[config.mk]
export PLATFORM = sky130hd
export DESIGN_NAME = smram_guard
export DESIGN_NICKNAME = d
export VERILOG_FILES = /design/src/rtl/smg_pkg.sv /design/src/rtl/smg_regs.sv /design/src/rtl/smg_tseg.sv /design/src/rtl/smg_route.sv /design/src/rtl/smram_guard.sv
export SDC_FILE = /design/constraint.sdc
export NUM_CORES = 1
export LEC_CHECK = 0
export ABC_AREA = 0
export BUFFER_PORTS_ARGS = -buffer_cell sky130_fd_sc_hd__clkbuf_2
export CAP_MARGIN = 20
export CORE_AREA = 3 3 88 152
export CTS_CLUSTER_DIAMETER = 50
export DETAILED_ROUTE_END_ITERATION = 10
export DIE_AREA = 0 0 91 155
export GPL_TIMING_DRIVEN = 0
export PLACE_DENSITY = 0.67
export SLEW_MARGIN = 5
export SYNTH_ARGS = -nofsm -noshare
export SYNTH_HDL_FRONTEND = slang
export SYNTH_HIERARCHICAL = 1
export SYNTH_SLANG_ARGS = --single-unit
[constraint.sdc]
create_clock -name clk -period 13.2 [get_ports clk]
set_clock_uncertainty 0.1 [all_clocks]
set_input_delay 0.66 -clock clk [delete_from_list [all_inputs] [get_ports clk]]
set_output_delay 0.66 -clock clk [all_outputs]
set_load 0.05 [all_outputs]
[src/rtl/smg_pkg.sv]
package smg_pkg;
  localparam int ADDR_W = 32;
  localparam int DATA_W = 32;
  localparam int REG_W  = 16;

  typedef enum logic [1:0] {
    RT_PASS = 2'd0,
    RT_DRAM = 2'd1,
    RT_BUS  = 2'd2,
    RT_SINK = 2'd3
  } route_e;

  localparam logic [1:0] SEL_CTRL  = 2'd0;
  localparam logic [1:0] SEL_ECTRL = 2'd1;
  localparam logic [1:0] SEL_XSIZE = 2'd2;

  localparam logic [ADDR_W-1:0] LOW_LO  = 32'h000A_0000;
  localparam logic [ADDR_W-1:0] LOW_HI  = 32'h000B_FFFF;
  localparam logic [ADDR_W-1:0] HIGH_LO = 32'hFEDA_0000;
  localparam logic [ADDR_W-1:0] HIGH_HI = 32'hFEDB_FFFF;
  localparam logic [REG_W-1:0]  QUERY   = 16'hFFFF;
endpackage

[src/rtl/smg_regs.sv]
module smg_regs
  import smg_pkg::*;
#(
  parameter int EXT_MB = 16
) (
  input  logic             clk,
  input  logic             rst_n,
  input  logic             wr_en,
  input  logic [1:0]       wr_sel,
  input  logic [REG_W-1:0] wr_data,
  output logic             g_en,
  output logic             open_q,
  output logic             lock_q,
  output logic             t_en,
  output logic [1:0]       t_code,
  output logic             h_en,
  output logic [7:0]       ctrl_rd,
  output logic [7:0]       ectrl_rd,
  output logic [REG_W-1:0] xsize_rd
);
  localparam logic [REG_W-1:0] XS_RESET = (EXT_MB > 0) ? QUERY : '0;
  localparam logic [REG_W-1:0] XS_CFG   = REG_W'(EXT_MB);

  logic [REG_W-1:0] xsize_q;

  always_ff @(posedge clk or negedge rst_n) begin
    if (!rst_n) begin
      g_en    <= 1'b0;
      open_q  <= 1'b0;
      lock_q  <= 1'b0;
      t_en    <= 1'b0;
      t_code  <= 2'd0;
      h_en    <= 1'b0;
      xsize_q <= XS_RESET;
    end else if (wr_en) begin
      case (wr_sel)
        SEL_CTRL: if (!lock_q) begin
          g_en   <= wr_data[0];
          lock_q <= wr_data[2];
          open_q <= wr_data[1] & ~wr_data[2];
        end
        SEL_ECTRL: if (!lock_q) begin
          t_en   <= wr_data[0];
          t_code <= wr_data[2:1];
          h_en   <= wr_data[3];
        end
        SEL_XSIZE: xsize_q <= (wr_data == QUERY && EXT_MB > 0) ? XS_CFG : wr_data;
        default: ;
      endcase
    end
  end

  assign ctrl_rd  = {5'd0, lock_q, open_q, g_en};
  assign ectrl_rd = {4'd0, h_en, t_code, t_en};
  assign xsize_rd = xsize_q;


  lock_sticky_chk: assert property (@(posedge clk) disable iff (!rst_n)
    lock_q |=> lock_q);

  lock_freeze_chk: assert property (@(posedge clk) disable iff (!rst_n)
    (lock_q && wr_en && wr_sel != SEL_XSIZE) |=> ($stable(ctrl_rd) && $stable(ectrl_rd)));

  lock_closed_chk: assert property (@(posedge clk) disable iff (!rst_n)
    lock_q |-> !open_q);
endmodule

[src/rtl/smg_tseg.sv]
module smg_tseg
  import smg_pkg::*;
#(
  parameter int EXT_MB = 16
) (
  input  logic              t_en,
  input  logic [1:0]        t_code,
  input  logic [ADDR_W-1:0] tolm,
  input  logic [ADDR_W-1:0] addr,
  output logic              hit
);
  localparam int MB_W = 12;
  logic [MB_W-1:0]   size_mb;
  logic [ADDR_W:0]   size_b;
  logic [ADDR_W:0]   base_w;
  logic [ADDR_W-1:0] base;

  always_comb begin
    size_mb = '0;
    if (t_en) begin
      case (t_code)
        2'd0:    size_mb = MB_W'(1);
        2'd1:    size_mb = MB_W'(2);
        2'd2:    size_mb = MB_W'(8);
        default: size_mb = MB_W'(EXT_MB);
      endcase
    end
    size_b = {(ADDR_W+1-MB_W-20)'(0), size_mb, 20'd0};
    base_w = {1'b0, tolm} - size_b;
    base   = base_w[ADDR_W] ? '0 : base_w[ADDR_W-1:0];
    hit    = (size_mb != '0) && (addr >= base) && (addr < tolm);
  end
endmodule

[src/rtl/smg_route.sv]
module smg_route
  import smg_pkg::*;
(
  input  logic              smm,
  input  logic              write,
  input  logic [ADDR_W-1:0] addr,
  input  logic              g_en,
  input  logic              open_q,
  input  logic              h_en,
  input  logic              tseg_hit,
  output route_e            route,
  output logic [DATA_W-1:0] rdata
);
  logic   in_low, in_high;
  route_e plain;

  assign in_low  = (addr >= LOW_LO)  && (addr <= LOW_HI);
  assign in_high = (addr >= HIGH_LO) && (addr <= HIGH_HI);

  always_comb begin
    plain = RT_PASS;
    route = RT_PASS;
    if (tseg_hit) begin
      route = smm ? RT_DRAM : RT_SINK;
    end else if (in_low) begin
      plain = (open_q && !h_en) ? RT_DRAM : RT_BUS;
      route = (smm && g_en && !h_en) ? RT_DRAM : plain;
    end else if (in_high) begin
      plain = (open_q && h_en) ? RT_DRAM : RT_PASS;
      route = (smm && g_en && h_en) ? RT_DRAM : plain;
    end
    rdata = (route == RT_SINK && !write) ? '1 : '0;
  end
endmodule

[src/rtl/smram_guard.sv]
module smram_guard
  import smg_pkg::*;
#(
  parameter int EXT_MB     = 16,
  parameter int EXT_MB_MAX = 4095
) (
  input  logic              clk,
  input  logic              rst_n,
  input  logic              wr_en,
  input  logic [1:0]        wr_sel,
  input  logic [REG_W-1:0]  wr_data,
  output logic [7:0]        ctrl_rd,
  output logic [7:0]        ectrl_rd,
  output logic [REG_W-1:0]  xsize_rd,
  input  logic [ADDR_W-1:0] tolm,
  input  logic              acc_valid,
  output logic              acc_ready,
  input  logic [ADDR_W-1:0] acc_addr,
  input  logic              acc_smm,
  input  logic              acc_write,
  output logic              rsp_valid,
  input  logic              rsp_ready,
  output logic [1:0]        rsp_route,
  output logic [DATA_W-1:0] rsp_rdata
);
  generate
    if (EXT_MB > EXT_MB_MAX) begin : g_bad_size
      $error("EXT_MB above EXT_MB_MAX");
    end
  endgenerate

  logic              g_en, open_q, lock_q, t_en, h_en, tseg_hit;
  logic [1:0]        t_code;
  route_e            route_w;
  logic [DATA_W-1:0] rdata_w;

  smg_regs #(.EXT_MB(EXT_MB)) u_regs (
    .clk(clk), .rst_n(rst_n), .wr_en(wr_en), .wr_sel(wr_sel), .wr_data(wr_data),
    .g_en(g_en), .open_q(open_q), .lock_q(lock_q), .t_en(t_en), .t_code(t_code),
    .h_en(h_en), .ctrl_rd(ctrl_rd), .ectrl_rd(ectrl_rd), .xsize_rd(xsize_rd)
  );

  smg_tseg #(.EXT_MB(EXT_MB)) u_tseg (
    .t_en(t_en), .t_code(t_code), .tolm(tolm), .addr(acc_addr), .hit(tseg_hit)
  );

  smg_route u_route (
    .smm(acc_smm), .write(acc_write), .addr(acc_addr), .g_en(g_en),
    .open_q(open_q), .h_en(h_en), .tseg_hit(tseg_hit),
    .route(route_w), .rdata(rdata_w)
  );

  assign acc_ready = !rsp_valid || rsp_ready;

  always_ff @(posedge clk or negedge rst_n) begin
    if (!rst_n) begin
      rsp_valid <= 1'b0;
      rsp_route <= 2'd0;
      rsp_rdata <= '0;
    end else if (acc_ready) begin
      rsp_valid <= acc_valid;
      if (acc_valid) begin
        rsp_route <= route_w;
        rsp_rdata <= rdata_w;
      end
    end
  end


  rsp_hold_chk: assert property (@(posedge clk) disable iff (!rst_n)
    (rsp_valid && !rsp_ready) |=> (rsp_valid && $stable(rsp_route) && $stable(rsp_rdata)));

  rsp_ones_sink_chk: assert property (@(posedge clk) disable iff (!rst_n)
    (rsp_valid && rsp_rdata != '0) |-> (rsp_route == RT_SINK));

  smm_no_sink_chk: assert property (@(posedge clk) disable iff (!rst_n)
    (acc_valid && acc_smm) |-> (route_w != RT_SINK));

  tseg_below_top_chk: assert property (@(posedge clk) disable iff (!rst_n)
    tseg_hit |-> (acc_addr < tolm));
endmodule

## Yosys cells after proc, flatten, opt, wreduce, memory -nomap -nowiden

Index checks and enable logic that the tools add are counted.

| operators by class | value |
|---|---|
| add/subtract/negate cells | 1 |
| magnitude comparators | 6 |
| equal/unequal tests | 6 |
| mux-type cells | 14 |
| bitwise operators | 3 |
| reductions and logical operators | 22 |

Operators by type and width:

| operator | count |
|---|---|
| two-way mux 32 bit | 2 |
| subtractor 32 x 32 -> 33 bit | 1 |
| >= comparator 32 x 20 -> 1 bit, second input constant | 1 |
| >= comparator 32 bit | 1 |
| >= comparator 32 bit, second input constant | 1 |
| <= comparator 32 x 20 -> 1 bit, second input constant | 1 |
| <= comparator 32 bit, second input constant | 1 |
| less-than comparator 32 bit | 1 |
| equality test 16 bit, second input constant | 1 |
| two-way mux 16 bit | 1 |
| one-hot mux 5 bit (3 select lines) | 1 |
| two-way mux 2 bit | 7 |
| two-way mux 12 bit | 1 |
| nonzero test 12 bit | 1 |
| logical AND 1 bit | 10 |
| equality test 2 bit, second input constant | 3 |
| AND reduction 2 bit | 3 |
| AND reduction 3 bit | 2 |
| equality test 2 x 1 -> 1 bit, second input constant | 2 |
| logical NOT 2 bit | 2 |
| logical NOT 1 bit | 3 |
| two-way mux 1 bit | 2 |
| inverter 1 bit | 2 |
| bitwise AND 1 bit | 1 |
| logical OR 1 bit | 1 |

| word-level totals | value |
|---|---|
| register bits after elaboration | 58 |
| bits of input ports | 89 |
| output and inout bits | 68 |
| word-level logic and storage cells | 62 |

## Longest topological paths before layout

| depth | value |
|---|---|
| depth after elaboration | 12 |
| mapped depth | 24 |
| mapped depth without buffers | 20 |

## Hierarchy

The synthesis kept the hierarchy.

By module, submodules not included:

| module | times used | cells an instance | area each (um^2) | seq. area each (um^2) |
|---|---|---|---|---|
| smg_tseg | 1 | 262 | 1890.6 | 0.0 |
| smram_guard | 1 | 75 | 1463.9 | 875.8 |
| smg_regs | 1 | 111 | 1118.6 | 595.6 |
| smg_route | 1 | 48 | 351.6 | 0.0 |

## Worst setup path after synthesis

OpenSTA, ideal clock, no wires.

| timing | value |
|---|---|
| path type | reg2reg |
| start point | register u_regs.t_code[1] |
| end point | register rsp_rdata[29] |
| setup time | 0.067 ns |
| arrival | 5.424 ns |
| data required time | 13.033 ns |
| setup slack | 7.609 ns |
| cell stages (with the launch flop) | 24 |
| path buffers | 4 |
| clock period less this slack | 5.591 ns |
| cell sequence | dfrtp_1 -> buf_4 -> nor3b_1 -> ha_1 -> fa_1 -> nand2b_1 -> a21oi_1 -> nand2b_1 -> and2_1 -> buf_2 -> nand2_2 -> buf_2 -> nand2_1 -> ha_1 -> nand2_1 -> or3_1 -> o221ai_1 -> nor4b_2 -> o21ai_1 -> a2111oi_2 -> nand2b_1 -> nor2_1 -> buf_4 -> mux2_2 |

| between the ends | value |
|---|---|
| word-level cells in the longest chain between the ends | 12 |
| elaborated cells on any way between the ends | 15 |
| classes of those cells | 1 x add/sub; 1 x order compare; 3 x eq/ne; 5 x mux; 5 x reduce/logical |

Ends and longest elaborated chain:

| what | line | text |
|---|---|---|
| start, declared | smg_regs.sv:15 | `output logic [1:0] t_code,` |
| start signal, assigned | smg_regs.sv:44 | `t_code <= wr_data[2:1];` |
| equality test 2 bit (tied with other cells) | smg_tseg.sv:21 | `case (t_code)` |
| one-hot mux 5 bit (3 select lines) * | smg_tseg.sv:21 |  |
| two-way mux 12 bit * | smg_tseg.sv:20 | `if (t_en) begin` |
| subtractor 32 x 32 -> 33 bit | smg_tseg.sv:29 | `base_w = {1'b0, tolm} - size_b;` |
| two-way mux 32 bit | smg_tseg.sv:30 | `base = base_w[ADDR_W] ? '0 : base_w[ADDR_W-1:0];` |
| >= comparator 32 bit | smg_tseg.sv:31 | `hit = (size_mb != '0) && (addr >= base) && (addr < tolm);` |
| logical AND 1 bit * (2 in a row) | smg_tseg.sv:31 |  |
| named net tseg_hit | smram_guard.sv:32 | `logic g_en, open_q, lock_q, t_en, h_en, tseg_hit;` |
| two-way mux 2 bit * | smg_route.sv:23 | `if (tseg_hit) begin` |
| equality test 2 bit * | smg_route.sv:32 | `rdata = (route == RT_SINK && !write) ? '1 : '0;` |
| logical AND 1 bit * | smg_route.sv:32 |  |
| two-way mux 32 bit * | smg_route.sv:32 |  |
| named net rdata_w[29] | smram_guard.sv:35 | `logic [DATA_W-1:0] rdata_w;` |
| end signal, assigned | smram_guard.sv:64 | `rsp_rdata <= rdata_w;` |
| end, declared | smram_guard.sv:24 | `output logic [DATA_W-1:0] rsp_rdata` |

The timed path passes the listed nets; every way through them passes the cells marked *.
A chain may end at the register's enable or synchronous reset.

## Worst setup path after layout

| timing | value |
|---|---|
| start point | register u_regs.t_en |
| end point | register rsp_rdata[4] |

| between the ends | value |
|---|---|
| word-level cells in the longest chain between the ends | 10 |
| elaborated cells on any way between the ends | 11 |
| classes of those cells | 1 x add/sub; 1 x order compare; 1 x eq/ne; 4 x mux; 4 x reduce/logical |

Ends and longest elaborated chain:

| what | line | text |
|---|---|---|
| start, declared | smg_regs.sv:14 | `output logic t_en,` |
| start signal, assigned | smg_regs.sv:43 | `t_en <= wr_data[0];` |
| two-way mux 12 bit * | smg_tseg.sv:20 |  |
| subtractor 32 x 32 -> 33 bit | smg_tseg.sv:29 |  |
| two-way mux 32 bit | smg_tseg.sv:30 |  |
| >= comparator 32 bit | smg_tseg.sv:31 |  |
| logical AND 1 bit * (2 in a row) | smg_tseg.sv:31 |  |
| named net tseg_hit | smram_guard.sv:32 |  |
| two-way mux 2 bit * | smg_route.sv:23 |  |
| equality test 2 bit * | smg_route.sv:32 |  |
| logical AND 1 bit * | smg_route.sv:32 |  |
| two-way mux 32 bit * | smg_route.sv:32 |  |
| named net rdata_w[4] | smram_guard.sv:35 |  |

Marked as above.

==> metrics.json <==
{
  "outcome": {
    "status": "completed"
  },
  "logic_synthesis": {
    "post_synth_instance_area_um2": 4820,
    "postSynth.asyncResetShare": 1.00,
    "synth_sequential_area_ratio": 0.305,
    "synth_seq_cells": 58,
    "synth_cells": 496,
    "number_of_enable_type_register_cells_in_the_synthesized_netlist": 0,
    "synth_cell_types": 60,
    "synth.largest_area_cell": "dfrtp_1",
    "synthTopCellsByArea": "dfrtp_1, ha_1, mux2_4, dfstp_2, buf_4",
    "synth.yosys.warnings": 6,
    "netlist.area_leader.share": 0.218,
    "synth_area_per_cell_um2": 9.73,
    "yosys_most_used_dff": "dfrtp_1"
  },
  "clock_tree": {
    "ctsRootBufferMaster": "clkbuf_16",
    "post_cts.resized_instances": 0,
    "clock_insertion_delay_worst_skew_ns": 0.32,
    "cts_tree": "built",
    "ctsLongestPathBuffers": 2,
    "clock-sinks": 58,
    "cts-buffers-inserted": 9,
    "postCtsSetupBuffers": 0,
    "htree_levels": 3,
    "path_clk_slew_ns": 0.06,
    "cts_hold_buf": 0
  },
  "worst_hold_path": {
    "worst_hold_path_type": "in -> async"
  },
  "pwr": {
    "power.static_leakage_nw": 3.36,
    "power.density_cell_area_nw_per_um2": 114,
    "internal_power_mw": 0.427,
    "total_power_mw": 0.698,
    "power_frac_comb": 0.384,
    "power.share.clock": 0.302,
    "p_sw_frac": 0.388,
    "ir_worst_vdd_mv": 0.108,
    "p_switching_mw": 0.271,
    "power.sequential.fraction": 0.315
  },
  "critical_path": {
    "setup.worst_path.start_class": "register",
    "path_delay_family": "simple AND/OR/NAND/NOR gates",
    "cpMaxStageDelayCell": "a2111oi_2",
    "worstPathArrival_ns": 5.62,
    "crit_path_end_kind": "register",
    "max_stage_delay_ns": 0.48,
    "timing.critical_path.cells": "nor3b_1 -> ha_1 -> fa_1 -> nand2b_1 -> a21oi_1 -> nand2b_1 -> and2_1 -> buf_2 -> nand2_2 -> buf_2 -> nand2_1 -> ha_1 -> nand2_1 -> or3_1 -> o221ai_1 -> nor4b_2 -> o21ai_1 -> a2111oi_2 -> nand2b_1 -> nor2_2 -> buf_16 -> buf_4 -> mux2_4",
    "path_buf_inv": 4,
    "critPathMostFrequentCell": "nand2b_1",
    "worst-endpoint-required_ns": 13.37,
    "maximum_fanout_encountered_on_the_critical_timing_path": 24,
    "criticalPathCategory": "reg -> reg"
  },
  "run": {
    "max_cap_violations": 0
  },
  "layout": {
    "antenna_diode_count": 0,
    "final_layout_size_suffix_gt1_frac": 0.431,
    "final_net_count": 820,
    "flow.area_growth_from_synthesis_pct": 26.4,
    "fill_cells": 1185
  },
  "global_routing": {
    "gr-usage-met2": 0.343,
    "grt_first_pass_wirelength_um": 21000,
    "globalRouteMet1Util": 0.194,
    "global_route.usage.total": 0.185,
    "grt_remaining_overflow": 0,
    "number_of_antenna_violations_at_the_first_check_in_global_routing": 0,
    "global_route.peak_usage_layer": "met2",
    "grt_pass1_vias": 4327,
    "maximum_number_of_pins_on_one_net_before_global_route_repair": 59,
    "groute.layer.met3.usage": 0.0498
  },
  "placement": {
    "io_buffers": 147,
    "gp_congestion": 0.848,
    "dp_hpwl_um": 10800
  },
  "sta": {
    "tightestPinTransition_ns": 0.799,
    "setup_total_negative_slack_ns": 0,
    "layout_worst_path_cycle_share": 0.413,
    "finalSetupViolCount": 0,
    "period_minus_slack_ns": 5.45,
    "max_freq_mhz": 184,
    "maxSlewViolCount": 0,
    "rsz0062_at_grt": "no",
    "remaining_max_slew_budget_at_the_tightest_pin": 0.467,
    "finalHoldViolCount": 0
  },
  "detailed_routing": {
    "drtPass1Iterations": 5,
    "drc": 0,
    "route.detailed.vias_per_inst": 5.02,
    "routedWlPerCell_um": 15.7,
    "detailedRoute.firstIterationViolations": 124,
    "route.vias.total": 4178,
    "antenna_violating_nets_post_route": 0,
    "wl_um": 13100
  },
  "floorplanning": {
    "starting_density_of_the_core": 0.395,
    "num_rows": 53,
    "die_area_um2": 14100,
    "floorplan.io_pins": 157,
    "core_region_area_um2": 12200,
    "chipWidth_um": 91,
    "floorplan.die.height_um": 155
  }
}
-- stage by stage --
stage,setup slack [ns],area [um^2],util,std cells,hold slack (ns)
2_1_floorplan,7.61,4850,-,504,0.264
3_3_place_gp,6.53,5800,0.475,816,0.348
3_5_place_dp,7.54,5830,0.478,817,0.356
4_1_cts,7.69,6100,0.500,833,0.363
5_1_grt,7.40,6100,0.500,833,0.370
6_report,7.75,6100,0.500,833,0.338
-- registers in the layout, summed over array words and instances, names as in the netlist --
signal / count
u_regs/t_code: 2
rsp_rdata: 32
u_regs/xsize_rd: 16
u_regs/open_q: 1
u_regs/t_en: 1
u_regs/g_en: 1
rsp_valid: 1
rsp_route: 2
u_regs/h_en: 1
u_regs/lock_q: 1
-- per-layer routing --
| metal | vias up | share of wire |
|---|---|---|
| met5 | - | 0 |
| met4 | 0 | 0.029 |
| met3 | 27 | 0.074 |
| met2 | 152 | 0.52 |
| met1 | 1968 | 0.37 |
| li1 | 2031 | - |
-- cell families (layout without fill, tap and decap cells) --
logic type                 Yosys count  after routing  share of synthesized area
other                                1              9                   0.000777
muxes                               39             39                      0.114
AOI/OAI and AO/OA                   73             73                     0.0944
xor gates and xnor gates             5              5                    0.00908
buffers and inverters               91            255                      0.120
adders and majority gates           68             68                      0.178
DFF                                 58             58                      0.305
and+or+nand+nor                    161            161                      0.178
-- Yosys cell counts, types with 2 or more instances --
cell type	number
a221oi_1	3
and2_1	2
buf_4	47
nor4_1	3
o221ai_1	2
or2_2	2
dfrtp_1	42
mux2_2	9
nand2_1	74
a211o_1	2
and2_0	2
dfstp_2	16
and4bb_2	3
xnor2_1	4
a21o_1	3
ha_1	67
nand2b_1	9
nor2b_1	5
nor3_1	9
a221o_1	2
nor2_1	11
nand4_1	14
inv_1	34
a2111oi_0	2
buf_12	3
a31oi_1	2
o31ai_1	2
mux2_4	30
and4_1	4
o21ai_1	3
buf_2	4
a21oi_1	24
nand3_1	7
o21ai_0	21
a211oi_1	2
nand3b_1	3
-- placed cells by master (no fill, tap or decap), drive strengths merged, types with 3 or more instances in the layout --
cell type and n:
clkbuf 158, a221oi 3, nand4 14, a211o 3, mux2 39, clkinv 3, a21o 3, and2 4
nand3b 3, nor4 5, a21oi 24, and4bb 3, conb 9, and4 4, dfrtp 42, nand3 7
nor3 9, o21ai 24, nand2 76, nor2 11, nor2b 5, buf 56, clkinvlp 3, xnor2 4
ha 67, inv 35, dfstp 16, a2111oi 3, nand2b 10
-- area by class of cell --
cell class	count	area, um^2	area share
Clock buffer	9	225	0.0369
Multi-Input combinational cell	355	2810	0.460
Clock inverter	7	45.0	0.00738
Tap cell	165	206	0.0338
Inverter	34	128	0.0209
Timing Repair Buffer	148	766	0.126
Sequential cell	58	1470	0.241
Buffer	57	453	0.0743
-- final timing paths --
path / to / start / depth (start not counted) / slack [ns]
worst max-delay path: rsp_rdata[4]$_DFFE_PN0P_ / u_regs/t_en$_DFFE_PN0P_ / 23 / 7.75
worst min-delay path: rsp_rdata[16]$_DFFE_PN0P_ / rst_n / 1 / 0.34
worst max register to register: rsp_rdata[4]$_DFFE_PN0P_ / u_regs/t_en$_DFFE_PN0P_ / 23 / 7.75
worst min register to register: u_regs/xsize_rd[10]$_DFFE_PN1P_ / u_regs/xsize_rd[10]$_DFFE_PN1P_ / 2 / 0.36
max in group asynchronous: u_regs/g_en$_DFFE_PN0P_ / rst_n / 1 / 12.13
min in group clk: u_regs/xsize_rd[10]$_DFFE_PN1P_ / u_regs/xsize_rd[10]$_DFFE_PN1P_ / 2 / 0.36
-- power by group through the flow --
stage	clock (mW)	sequential (mW)	combinational [mW]
CTS	0.214	0.220	0.269
detailed placement	0	0.223	0.268
finish	0.210	0.220	0.268
global route	0.222	0.223	0.290
floorplan	0	0.277	0.138
global placement	0	0.222	0.260
No activity file was read; power rests on OpenSTA's default activity.
